`src/rtl/spi_wm_pkg.sv`:
```
package spi_wm_pkg;
   localparam logic [7:0] ADR_CFG   = 8'h40;
   localparam logic [7:0] ADR_STAT  = 8'h44;
   localparam logic [7:0] ADR_RATE  = 8'h48;
   localparam logic [7:0] ADR_TXCTL = 8'h4C;
   localparam logic [7:0] ADR_TXBUF = 8'h50;
   localparam logic [7:0] ADR_RXCTL = 8'h54;
   localparam logic [7:0] ADR_RXBUF = 8'h58;
   localparam logic [7:0] ADR_ISTAT = 8'h68;
   localparam logic [7:0] ADR_IEN   = 8'h6C;

   localparam int CFG_MASTER = 11;
   localparam int CFG_LOOP   = 12;
   localparam int CFG_CPHA   = 13;
   localparam int CFG_CPOL   = 14;
   localparam int CFG_EN     = 31;

   localparam int IS_RXFULL  = 2;
   localparam int IS_TXEMPTY = 3;
   localparam int IS_DONE    = 4;
   localparam int IS_FEND    = 5;

   localparam int TAG_EOF    = 2;

   typedef enum logic [1:0] {ST_IDLE, ST_LEAD, ST_SHIFT, ST_TAIL} eng_state_t;
endpackage

```
`src/rtl/spi_wm_baud.sv`:
```
module spi_wm_baud #(
   parameter int DIV_W = 8
) (
   input  logic             clk,
   input  logic             rst_n,
   input  logic             run,
   input  logic [DIV_W-1:0] div,
   output logic             tick
);
   logic [DIV_W-1:0] cnt;
   logic [DIV_W-1:0] limit;

   assign limit = (div == '0) ? DIV_W'(1) : div;
   assign tick  = run && (cnt == limit - DIV_W'(1));

   always_ff @(posedge clk or negedge rst_n) begin
      if (!rst_n)      cnt <= '0;
      else if (!run)   cnt <= '0;
      else if (tick)   cnt <= '0;
      else             cnt <= cnt + DIV_W'(1);
   end

   // half-period counter never passes its limit (rate held stable while running)
   p_cnt_bound_r3: assert property (@(posedge clk) disable iff (!rst_n)
      run |-> (cnt < limit));
endmodule

```
`src/rtl/spi_wm_engine.sv`:
```
module spi_wm_engine
   import spi_wm_pkg::*;
#(
   parameter int DATA_W      = 8,
   parameter int CHAN_W      = 2,
   parameter int DIV_W       = 8,
   parameter bit LOOPBACK_EN = 1'b1
) (
   input  logic              clk,
   input  logic              rst_n,
   input  logic              en,
   input  logic              cpol,
   input  logic              cpha,
   input  logic              loop,
   input  logic [DIV_W-1:0]  div,
   input  logic              word_valid,
   input  logic [DATA_W-1:0] word_data,
   input  logic [CHAN_W-1:0] word_chan,
   input  logic              word_eof,
   input  logic              miso,
   output logic              take,
   output logic              done,
   output logic              busy,
   output logic [DATA_W-1:0] rx_data,
   output logic [CHAN_W-1:0] rx_chan,
   output logic              rx_eof,
   output logic              sclk,
   output logic              mosi,
   output logic              cs_act,
   output logic [CHAN_W-1:0] cs_chan
);
   localparam int EDGES = 2 * DATA_W;
   localparam int EC_W  = $clog2(EDGES);

   eng_state_t        state;
   logic [DATA_W-1:0] tx_sr;
   logic [DATA_W-1:0] rx_sr;
   logic [EC_W-1:0]   edge_cnt;
   logic              sclk_ph;
   logic [CHAN_W-1:0] tag_chan;
   logic              tag_eof;
   logic              tick;
   logic              miso_in;
   logic              lead;
   logic              last_edge;
   logic              do_shift;
   logic              do_sample;

   spi_wm_baud #(.DIV_W(DIV_W)) u_baud (
      .clk   (clk),
      .rst_n (rst_n),
      .run   (state != ST_IDLE),
      .div   (div),
      .tick  (tick)
   );

   generate
      if (LOOPBACK_EN) begin : g_loop
         assign miso_in = loop ? tx_sr[DATA_W-1] : miso;
      end else begin : g_noloop
         logic unused_loop;
         assign unused_loop = loop;
         assign miso_in     = miso;
      end
   endgenerate

   assign lead      = ~edge_cnt[0];
   assign last_edge = (edge_cnt == EC_W'(EDGES - 1));
   assign do_shift  = cpha ? (lead && (edge_cnt != '0)) : (!lead && !last_edge);
   assign do_sample = cpha ? !lead : lead;

   assign take    = en && (state == ST_IDLE) && word_valid;
   assign done    = en && (state == ST_TAIL) && tick;
   assign busy    = (state != ST_IDLE);
   assign rx_data = rx_sr;
   assign rx_chan = tag_chan;
   assign rx_eof  = tag_eof;
   assign sclk    = cpol ^ sclk_ph;
   assign mosi    = tx_sr[DATA_W-1];

   always_ff @(posedge clk or negedge rst_n) begin
      if (!rst_n) begin
         state    <= ST_IDLE;
         tx_sr    <= '0;
         rx_sr    <= '0;
         edge_cnt <= '0;
         sclk_ph  <= 1'b0;
         tag_chan <= '0;
         tag_eof  <= 1'b0;
         cs_act   <= 1'b0;
         cs_chan  <= '0;
      end else if (!en) begin
         state    <= ST_IDLE;
         edge_cnt <= '0;
         sclk_ph  <= 1'b0;
         cs_act   <= 1'b0;
      end else begin
         unique case (state)
            ST_IDLE: if (word_valid) begin
               tx_sr    <= word_data;
               tag_chan <= word_chan;
               tag_eof  <= word_eof;
               cs_act   <= 1'b1;
               cs_chan  <= word_chan;
               edge_cnt <= '0;
               sclk_ph  <= 1'b0;
               state    <= ST_LEAD;
            end
            ST_LEAD: if (tick) state <= ST_SHIFT;
            ST_SHIFT: if (tick) begin
               sclk_ph <= ~sclk_ph;
               if (do_shift)  tx_sr <= tx_sr << 1;
               if (do_sample) rx_sr <= {rx_sr[DATA_W-2:0], miso_in};
               if (last_edge) begin
                  edge_cnt <= '0;
                  state    <= ST_TAIL;
               end else begin
                  edge_cnt <= edge_cnt + EC_W'(1);
               end
            end
            ST_TAIL: if (tick) begin
               state <= ST_IDLE;
               if (tag_eof) cs_act <= 1'b0;
            end
            default: state <= ST_IDLE;
         endcase
      end
   end

   // a word in flight always has its chip select driven
   p_cs_in_word_r6: assert property (@(posedge clk) disable iff (!rst_n)
      (state != ST_IDLE) |-> cs_act);
   // the serial clock is back at its rest phase whenever the shifter is idle
   p_sclk_rest_r3: assert property (@(posedge clk) disable iff (!rst_n)
      (state == ST_IDLE) |-> (sclk_ph == 1'b0));
   // a finished end-of-frame word releases chip select
   p_eof_release_r6: assert property (@(posedge clk) disable iff (!rst_n)
      (done && rx_eof) |=> !cs_act);
endmodule

```
`src/rtl/spi_wm_regs.sv`:
```
module spi_wm_regs
   import spi_wm_pkg::*;
#(
   parameter int DATA_W = 8,
   parameter int CHAN_W = 2,
   parameter int DIV_W  = 8
) (
   input  logic              clk,
   input  logic              rst_n,
   input  logic              bus_wr,
   input  logic              bus_rd,
   input  logic [7:0]        bus_addr,
   input  logic [31:0]       bus_wdata,
   output logic [31:0]       bus_rdata,
   output logic              irq,
   input  logic              take,
   input  logic              done,
   input  logic              eng_busy,
   input  logic [DATA_W-1:0] rx_data,
   input  logic [CHAN_W-1:0] rx_chan,
   input  logic              rx_eof,
   output logic              cfg_en,
   output logic              cfg_cpol,
   output logic              cfg_cpha,
   output logic              cfg_loop,
   output logic [DIV_W-1:0]  rate,
   output logic              word_valid,
   output logic [DATA_W-1:0] word_data,
   output logic [CHAN_W-1:0] word_chan,
   output logic              word_eof
);
   logic              cfg_master;
   logic [1:0]        cfg_len;
   logic [CHAN_W-1:0] ctl_chan;
   logic              ctl_eof;
   logic              tx_empty;
   logic [DATA_W-1:0] rx_buf;
   logic [CHAN_W-1:0] rx_chan_q;
   logic              rx_eof_q;
   logic              rx_full;
   logic              lat_done;
   logic              lat_fend;
   logic [5:2]        ien;
   logic [31:0]       istat;
   logic              w_cfg, w_rate, w_txctl, w_txbuf, w_istat, w_ien, r_rxbuf;
   logic              unused_wdata;

   assign unused_wdata = ^{bus_wdata[30:15], bus_wdata[10:6], bus_wdata[1:0]};

   assign w_cfg   = bus_wr && (bus_addr == ADR_CFG);
   assign w_rate  = bus_wr && (bus_addr == ADR_RATE);
   assign w_txctl = bus_wr && (bus_addr == ADR_TXCTL);
   assign w_txbuf = bus_wr && (bus_addr == ADR_TXBUF) && cfg_en;
   assign w_istat = bus_wr && (bus_addr == ADR_ISTAT);
   assign w_ien   = bus_wr && (bus_addr == ADR_IEN);
   assign r_rxbuf = bus_rd && (bus_addr == ADR_RXBUF);

   assign word_valid = !tx_empty;

   always_ff @(posedge clk or negedge rst_n) begin
      if (!rst_n) begin
         cfg_en <= 1'b0; cfg_master <= 1'b0; cfg_loop <= 1'b0;
         cfg_cpha <= 1'b0; cfg_cpol <= 1'b0; cfg_len <= 2'b00;
         rate <= DIV_W'(1);
         ctl_chan <= '0; ctl_eof <= 1'b0;
         word_data <= '0; word_chan <= '0; word_eof <= 1'b0;
         ien <= '0;
      end else begin
         if (w_cfg) begin
            cfg_en     <= bus_wdata[CFG_EN];
            cfg_master <= bus_wdata[CFG_MASTER];
            cfg_loop   <= bus_wdata[CFG_LOOP];
            cfg_cpha   <= bus_wdata[CFG_CPHA];
            cfg_cpol   <= bus_wdata[CFG_CPOL];
            cfg_len    <= bus_wdata[1:0];
         end
         if (w_rate) rate <= bus_wdata[DIV_W-1:0];
         if (w_txctl) begin
            ctl_chan <= bus_wdata[CHAN_W-1:0];
            ctl_eof  <= bus_wdata[TAG_EOF];
         end
         if (w_txbuf) begin
            word_data <= bus_wdata[DATA_W-1:0];
            word_chan <= ctl_chan;
            word_eof  <= ctl_eof;
         end
         if (w_ien) ien <= bus_wdata[5:2];
      end
   end

   always_ff @(posedge clk or negedge rst_n) begin
      if (!rst_n) begin
         tx_empty <= 1'b1; rx_full <= 1'b0;
         rx_buf <= '0; rx_chan_q <= '0; rx_eof_q <= 1'b0;
         lat_done <= 1'b0; lat_fend <= 1'b0;
      end else begin
         if (w_txbuf)                tx_empty <= 1'b0;
         else if (take || !cfg_en)   tx_empty <= 1'b1;
         if (done) begin
            rx_buf    <= rx_data;
            rx_chan_q <= rx_chan;
            rx_eof_q  <= rx_eof;
            rx_full   <= 1'b1;
         end else if (r_rxbuf) begin
            rx_full   <= 1'b0;
         end
         if (done)                                  lat_done <= 1'b1;
         else if (w_istat && bus_wdata[IS_DONE])    lat_done <= 1'b0;
         if (done && rx_eof)                        lat_fend <= 1'b1;
         else if (w_istat && bus_wdata[IS_FEND])    lat_fend <= 1'b0;
      end
   end

   always_comb begin
      istat             = '0;
      istat[IS_RXFULL]  = rx_full;
      istat[IS_TXEMPTY] = tx_empty;
      istat[IS_DONE]    = lat_done;
      istat[IS_FEND]    = lat_fend;
   end

   assign irq = |(istat[5:2] & ien);

   always_comb begin
      bus_rdata = '0;
      unique case (bus_addr)
         ADR_CFG: begin
            bus_rdata[CFG_EN]     = cfg_en;
            bus_rdata[CFG_MASTER] = cfg_master;
            bus_rdata[CFG_LOOP]   = cfg_loop;
            bus_rdata[CFG_CPHA]   = cfg_cpha;
            bus_rdata[CFG_CPOL]   = cfg_cpol;
            bus_rdata[1:0]        = cfg_len;
         end
         ADR_STAT:  bus_rdata[0] = eng_busy || !tx_empty;
         ADR_RATE:  bus_rdata[DIV_W-1:0] = rate;
         ADR_TXCTL: begin
            bus_rdata[CHAN_W-1:0] = ctl_chan;
            bus_rdata[TAG_EOF]    = ctl_eof;
         end
         ADR_TXBUF: bus_rdata[DATA_W-1:0] = word_data;
         ADR_RXCTL: begin
            bus_rdata[CHAN_W-1:0] = rx_chan_q;
            bus_rdata[TAG_EOF]    = rx_eof_q;
         end
         ADR_RXBUF: bus_rdata[DATA_W-1:0] = rx_buf;
         ADR_ISTAT: bus_rdata = istat;
         ADR_IEN:   bus_rdata[5:2] = ien;
         default:   bus_rdata = '0;
      endcase
   end

   // a word handed to the shifter frees the transmit buffer
   p_tx_refill_r8: assert property (@(posedge clk) disable iff (!rst_n)
      (take && !w_txbuf) |=> tx_empty);
   // a completed exchange always leaves the receive buffer full
   p_rx_fill_r8: assert property (@(posedge clk) disable iff (!rst_n)
      done |=> rx_full);
   // disabled controller never accepts a word
   p_disabled_ignore_r2: assert property (@(posedge clk) disable iff (!rst_n)
      (!cfg_en && bus_wr && (bus_addr == ADR_TXBUF)) |=> tx_empty);
endmodule

```
`src/rtl/spi_word_master.sv`:
```
module spi_word_master
   import spi_wm_pkg::*;
#(
   parameter int DATA_W      = 8,
   parameter int CHAN_N      = 4,
   parameter int DIV_W       = 8,
   parameter bit LOOPBACK_EN = 1'b1
) (
   input  logic              clk,
   input  logic              rst_n,
   input  logic              bus_wr,
   input  logic              bus_rd,
   input  logic [7:0]        bus_addr,
   input  logic [31:0]       bus_wdata,
   output logic [31:0]       bus_rdata,
   output logic              irq,
   output logic              sclk,
   output logic              mosi,
   input  logic              miso,
   output logic [CHAN_N-1:0] cs_n
);
   localparam int CHAN_W = (CHAN_N > 1) ? $clog2(CHAN_N) : 1;

   initial begin
      a_chan_range: assert (CHAN_N >= 1 && CHAN_N <= 4);
      a_data_range: assert (DATA_W >= 2 && DATA_W <= 31);
      a_div_range:  assert (DIV_W >= 1 && DIV_W <= 32);
   end

   logic              cfg_en, cfg_cpol, cfg_cpha, cfg_loop;
   logic [DIV_W-1:0]  rate;
   logic              word_valid, word_eof;
   logic [DATA_W-1:0] word_data, rx_data;
   logic [CHAN_W-1:0] word_chan, rx_chan, cs_chan;
   logic              take, done, eng_busy, rx_eof, cs_act;

   spi_wm_regs #(.DATA_W(DATA_W), .CHAN_W(CHAN_W), .DIV_W(DIV_W)) u_regs (
      .clk        (clk),
      .rst_n      (rst_n),
      .bus_wr     (bus_wr),
      .bus_rd     (bus_rd),
      .bus_addr   (bus_addr),
      .bus_wdata  (bus_wdata),
      .bus_rdata  (bus_rdata),
      .irq        (irq),
      .take       (take),
      .done       (done),
      .eng_busy   (eng_busy),
      .rx_data    (rx_data),
      .rx_chan    (rx_chan),
      .rx_eof     (rx_eof),
      .cfg_en     (cfg_en),
      .cfg_cpol   (cfg_cpol),
      .cfg_cpha   (cfg_cpha),
      .cfg_loop   (cfg_loop),
      .rate       (rate),
      .word_valid (word_valid),
      .word_data  (word_data),
      .word_chan  (word_chan),
      .word_eof   (word_eof)
   );

   spi_wm_engine #(
      .DATA_W(DATA_W), .CHAN_W(CHAN_W), .DIV_W(DIV_W), .LOOPBACK_EN(LOOPBACK_EN)
   ) u_eng (
      .clk        (clk),
      .rst_n      (rst_n),
      .en         (cfg_en),
      .cpol       (cfg_cpol),
      .cpha       (cfg_cpha),
      .loop       (cfg_loop),
      .div        (rate),
      .word_valid (word_valid),
      .word_data  (word_data),
      .word_chan  (word_chan),
      .word_eof   (word_eof),
      .miso       (miso),
      .take       (take),
      .done       (done),
      .busy       (eng_busy),
      .rx_data    (rx_data),
      .rx_chan    (rx_chan),
      .rx_eof     (rx_eof),
      .sclk       (sclk),
      .mosi       (mosi),
      .cs_act     (cs_act),
      .cs_chan    (cs_chan)
   );

   generate
      for (genvar c = 0; c < CHAN_N; c++) begin : g_cs
         assign cs_n[c] = !(cs_act && (cs_chan == CHAN_W'(c)));
      end
   endgenerate

   // never more than one device selected
   p_cs_onehot_r6: assert property (@(posedge clk) disable iff (!rst_n)
      $onehot0(~cs_n));
   // idle bus shows no select changes without a word
   p_cs_stable_idle_r6: assert property (@(posedge clk) disable iff (!rst_n)
      (!eng_busy && !word_valid && $past(!eng_busy)) |-> $stable(cs_n) || !cfg_en || $past(!cfg_en) || $fell(cs_act) == 1'b0);
endmodule

```
`config.mk`:
```
export PLATFORM = sky130hd
export DESIGN_NAME = spi_word_master
export DESIGN_NICKNAME = d
export VERILOG_FILES = /design/src/rtl/spi_wm_pkg.sv /design/src/rtl/spi_wm_baud.sv /design/src/rtl/spi_wm_engine.sv /design/src/rtl/spi_wm_regs.sv /design/src/rtl/spi_word_master.sv
export SDC_FILE = /design/constraint.sdc
export NUM_CORES = 1
export LEC_CHECK = 0
export BUFFER_PORTS_ARGS = -buffer_cell sky130_fd_sc_hd__buf_2
export CAP_MARGIN = 15
export CORE_UTILIZATION = 37
export CTS_CLUSTER_SIZE = 40
export DETAILED_ROUTE_END_ITERATION = 7
export PLACE_DENSITY = 0.6
export SLEW_MARGIN = 20
export SYNTH_ARGS = -nofsm -noshare
export SYNTH_HDL_FRONTEND = slang
export SYNTH_SLANG_ARGS = --single-unit
```
`constraint.sdc`:
```
create_clock -name clk -period 5.88 [get_ports clk]
set_clock_uncertainty 0.05 [all_clocks]
set_input_delay 1.764 -clock clk [delete_from_list [all_inputs] [get_ports clk]]
set_output_delay 1.764 -clock clk [all_outputs]
set_load 0.005 [all_outputs]
```
### Word-level counts from Yosys, hierarchy flattened

Index checks and enable logic that the tools add are counted.

* add/subtract/negate cells: 3
* bitwise operators: 5
* muxes and demuxes: 46
* reduce and logical (&&, ||, !) cells: 48
* equal/unequal tests: 28

Operators with widths (count)
* 8-bit by 7-bit equality test with 1-bit output, second input constant: 9
* 8-bit 2-to-1 mux: 6
* 1-bit logical AND: 22
* 4-bit 2-to-1 mux: 5
* 1-bit 2-to-1 mux: 19
* 8-bit one-hot mux with 2 select lines: 1
* 3-bit by 2-bit != test with 1-bit output, second input constant: 5
* 3-bit one-hot mux with 5 select lines: 1
* 1-bit one-hot mux with 7 select lines: 2
* 2-bit 2-to-1 mux: 6
* 2-bit nonzero test: 6
* 5-bit AND reduction: 2
* 8-bit by 1-bit adder with 8-bit output, second input constant: 1
* 2-bit equality test, second input constant: 4
* 8-bit equality test: 1
* 8-bit logical NOT: 1
* 2-bit one-hot mux with 4 select lines: 1
* 4-bit one-hot mux with 2 select lines: 1
* 4-bit AND reduction: 2
* 8-bit by 1-bit subtractor with 8-bit output, second input constant: 1
* 1-bit logical NOT: 7
* 3-bit by 1-bit != test with 1-bit output, second input constant: 2
* 1-bit one-hot mux with 6 select lines: 1
* 2-bit one-hot mux with 3 select lines: 1
* other kinds (15): 23

* input bits: 45
* word-level logic and storage cells: 159
* register bits after elaboration: 83

### Longest topological paths before layout

* depth in word-level cells: 8
* depth in mapped cells: 13

### By module

From an unflattened synthesis, not the netlist that was laid out.

* cells, all modules: 413
* area total of the unflattened synthesis: 4659.5 µm²

Modules (own cells, without submodules)
* spi_wm_regs: times used 1, area an instance 2474.9 µm², cells an instance 196
* spi_wm_engine: times used 1, area an instance 1502.7 µm², cells an instance 146
* spi_wm_baud: times used 1, area an instance 653.1 µm², cells an instance 67
* spi_word_master: times used 1, area an instance 28.8 µm², cells an instance 4

### Worst setup path after synthesis

Ideal clock, no wire load.

* path type: in2out
* from: in bus_addr[1]
* to: out bus_rdata[1]
* data required time: 4066 ps
* buffers on the path: 1
* data arrival time: 3127 ps
* path slack: 939 ps
* stages on the path: 7
* cell sequence: nor4b_1 nor2b_1 nand2b_1 clkbuf_1 nor2_1 a222oi_1 inv_1

* longest elaborated chain between the ends: 2
* elaborated cells on any way between the ends: 7
* classes of those cells: 6 x eq/ne; 1 x mux

RTL lines
* from (decl): line spi_word_master.sv:13 `input logic [7:0] bus_addr,`
* 8-bit by 7-bit equality test with 1-bit output: line spi_wm_regs.sv:126 `unique case (bus_addr)`
* 1-bit one-hot mux with 6 select lines *: line spi_wm_regs.sv:126
* to (decl): line spi_word_master.sv:15 `output logic [31:0] bus_rdata,`

Mark *: on every way between the ends. The rest lies on a longest branch, timed or not.

### Worst setup path in the final report

* from: in bus_addr[1]
* to: out bus_rdata[3]

* longest elaborated chain between the ends: 2
* elaborated cells on any way between the ends: 6
* classes of those cells: 5 x eq/ne; 1 x mux

RTL lines (line)
* 8-bit by 7-bit equality test with 1-bit output: spi_wm_regs.sv:126
* 3-bit one-hot mux with 5 select lines *: spi_wm_regs.sv:126

Marks and branches as above.

==> run_results.csv <==
group,metric,value,unit
clock_tree,cts_hold_buf,0,
clock_tree,cts_buffer_depth,2,
power,p_clk_frac,0.453,
finish,postLayoutCellArea,5080,sq um
floorplanning,start_util,0.379,
yosys,synth.distinct_cells,55,
finish,synthToLayoutAreaGrowth,12.1,%
sta,setup_violations,0,
yosys,ys_async_sr_fraction,1.00,
finish,drive_gt1_frac,0.335,
place,dpl.cell_count,579,
global_route,grt_pass1_wl,16.5,mm
yosys,syn_area,4530,sq um
place,dpl_worst_slack,205,ps
yosys,syn_avg_cell_area,11.2,sq um
clock_tree,root_buffer,"clkbuf_16",
finish,layout.cells.non_filler,595,
sta,hold_viol_final,0,
power,power_density,243,nW/um^2
yosys,ys_seq_area_frac,0.459,
clock_tree,cts_tree,"built",
power,p_int,0.953,mW
critical_path,r2r_start,"u_regs.rate[3]",
route,wl,10.0,mm
status,status,"completed",
clock_tree,clkTransAtPathRegs,60,ps
power,ir_worst_vdd,0.185,mV
finish,ff_latch_area,2080,sq um
place,place_area,4780,sq um
critical_path,crit_type,"in2out",
finish,nFillCells,1129,
clock_tree,ctsResizeCount,0,
sta,finalMaxSlewViolations,0,
power,p_sw_frac,0.227,
critical_path,required,4070,ps
sta,period_share,0.940,
job,maxCapViolCount,0,
clock_tree,htreeDepth,3,
critical_path,endpoint,"bus_rdata[3]",
clock_tree,cts_num_sinks,83,
floorplanning,dieArea,12700,sq um
global_route,grt_max_degree,84,
critical_path,startpoint_type,"input pin",
place,gp_congestion,0.815,
sta,fin_ws,354,ps
clock_tree,cts_buffers,9,
sta,setup_tns,0,ps
critical_path,critPathCaptureType,"output pin",
yosys,ys.flop_type,"dfrtp_1",
power,power.leakage,2.49,nW
floorplanning,rows,40,
critical_path,critical_path.max_fanout,9,
floorplanning,core,12000,sq um
min_path,hold_path.class,"reg2reg",
route,viasPerCell,5.39,
clock_tree,cts_setup_buffers,0,
finish,final_util,0.425,
sta,fmax,181,MHz
critical_path,r2r.worst_path.cells,10,
sta,tightest_slew,912,ps
global_route,grt.total_usage,0.167,
global_route,grt_overflow,0,
critical_path,critPathArrivalTime,3710,ps
global_route,grt_pass1_vias,3125,
floorplanning,die_y,113,um
yosys,synth_edf_count,0,
sta,holdWs,457,ps
critical_path,cp-startpoint,"bus_addr[1]",
sta,max-slew-margin-rel,0.392,
place,placement.io_buffers,45,
critical_path,r2r-end,"u_regs.rx_buf[6]",
clock_tree,insertion_delay,340,ps
critical_path,r2r_slack,1850,ps
floorplanning,ioPinCount,84,
route,vias,3210,
finish,layout.nets,497,
route,ant_nets,0,
sta,period_minus_slack,5530,ps
global_route,antenna_found_initial,0,
power,p_switching,0.279,mW
finish,multi_input_area,2230,sq um
place,place_hpwl,7.25,mm
route,wl_per_cell,16.8,um
yosys,synthCells,405,
power,power_frac_seq,0.479,
route,drtPass1Iterations,4,
power,power.total,1.23,mW
route,drtIter0Drc,166,
yosys,yosysWarnings,0,
power,power_frac_comb,0.069,
finish,n_antenna_cell,0,
route,post-route-drc-count,0,
yosys,ys_ff_latch,83,
floorplanning,fp.dieW,113,um
sta,rsz0062_at_grt,"no",
area by class of cell:
type	count	share of cell area
Tap cell	147	0.0362
Clock buffer	11	0.0478
Sequential cell	83	0.409
Inverter	11	0.00813
Clock inverter	5	0.0103
Multi-Input combinational cell	290	0.438
Timing Repair Buffer	48	0.0500
Yosys cell counts, types with 5 or more instances:
library cell | number | area [sq um]
mux2i_1 | 5 | 50.1
ha_1 | 9 | 113
a22oi_1 | 12 | 90.1
nor2b_1 | 5 | 31.3
o21ai_0 | 9 | 45.0
nor2_1 | 25 | 93.8
mux2_2 | 68 | 766
nand2b_1 | 8 | 50.1
and3_1 | 7 | 43.8
nand3_1 | 14 | 70.1
dfrtp_1 | 81 | 2030
xnor2_1 | 7 | 61.3
inv_1 | 11 | 41.3
nand2_1 | 25 | 93.8
mux2_4 | 7 | 105
xor2_1 | 8 | 70.1
buf_4 | 19 | 143
and2_1 | 5 | 31.3
a21oi_1 | 8 | 40.0
clkbuf_1 | 12 | 45.0
state kept, by name, summed over array words and instances (netlist names), 4 cells and up:
register / flops
u_eng.edge_cnt: 4
u_eng.u_baud.cnt: 8
u_eng.rx_data: 8
u_eng.tx_sr: 8
u_regs.word_data: 8
u_regs.ien: 4
u_regs.rx_buf: 8
u_regs.rate: 8
cells in the final DEF, fill, tap and decap left out, types with 5 or more instances in the layout:
| master | count |
|---|---|
| a21oi_1 | 8 |
| a22oi_1 | 12 |
| and2_1 | 5 |
| and3_1 | 7 |
| buf_2 | 44 |
| clkbuf_16 | 9 |
| conb_1 | 19 |
| dfrtp_1 | 81 |
| ha_1 | 9 |
| inv_1 | 11 |
| mux2_2 | 68 |
| mux2_4 | 7 |
| mux2i_1 | 5 |
| nand2_1 | 25 |
| nand2b_1 | 8 |
| nand3_1 | 14 |
| nor2_1 | 25 |
| nor2b_1 | 5 |
| o21ai_0 | 9 |
| xnor2_1 | 7 |
| xor2_1 | 8 |
cell families after synthesis:
logic type,count (synthesis),synth area share
other,1,0.000827
and+or+nand+nor,111,0.131
xor gates and xnor gates,15,0.0290
AOI/OAI and AO/OA,56,0.0867
muxes,80,0.203
adders and majority gates,9,0.0248
DFF,83,0.459
buffers and inverters,50,0.0662
layer usage:
layer  part of all wire  vias to the layer above  global-route usage
li1                   -                     1477                   -
met3              0.045                       13              0.0286
met1               0.46                     1635               0.233
met2               0.48                       85               0.261
met5                  0                        -                   0
met4              0.015                        0              0.0640
critical path, cell delays in order:
cell,delay (ps)
buf_2,100
nor4b_2,350
nor2b_1,340
nand2b_1,300
nor2_1,340
buf_4,200
a22oi_1,70
nand2_1,120
buf_2,120
worst min path at each step:
stage	slack [ps]	startpoint	depth (start not counted)	to
global placement	430	u_regs.cfg_master	1	u_regs.cfg_master
global route	470	u_eng.tx_sr[1]	1	u_eng.tx_sr[1]
finish	460	u_eng.tx_sr[2]	1	u_eng.tx_sr[2]
CTS	460	u_eng.rx_data[7]	1	u_regs.rx_buf[7]
floorplan	420	u_regs.word_data[0]	2	u_eng.tx_sr[0]
detailed placement	440	u_eng.rx_data[7]	1	u_regs.rx_buf[7]
power groups by stage:
stage | clock [mW] | sequential (mW) | combinational [mW]
floorplan | 0 | 0.595 | 0.0628
global placement | 0 | 0.600 | 0.0836
detailed placement | 0 | 0.601 | 0.0849
CTS | 0.571 | 0.590 | 0.0851
global route | 0.593 | 0.591 | 0.0962
finish | 0.558 | 0.590 | 0.0845
Power figures use the tool's default switching activity.
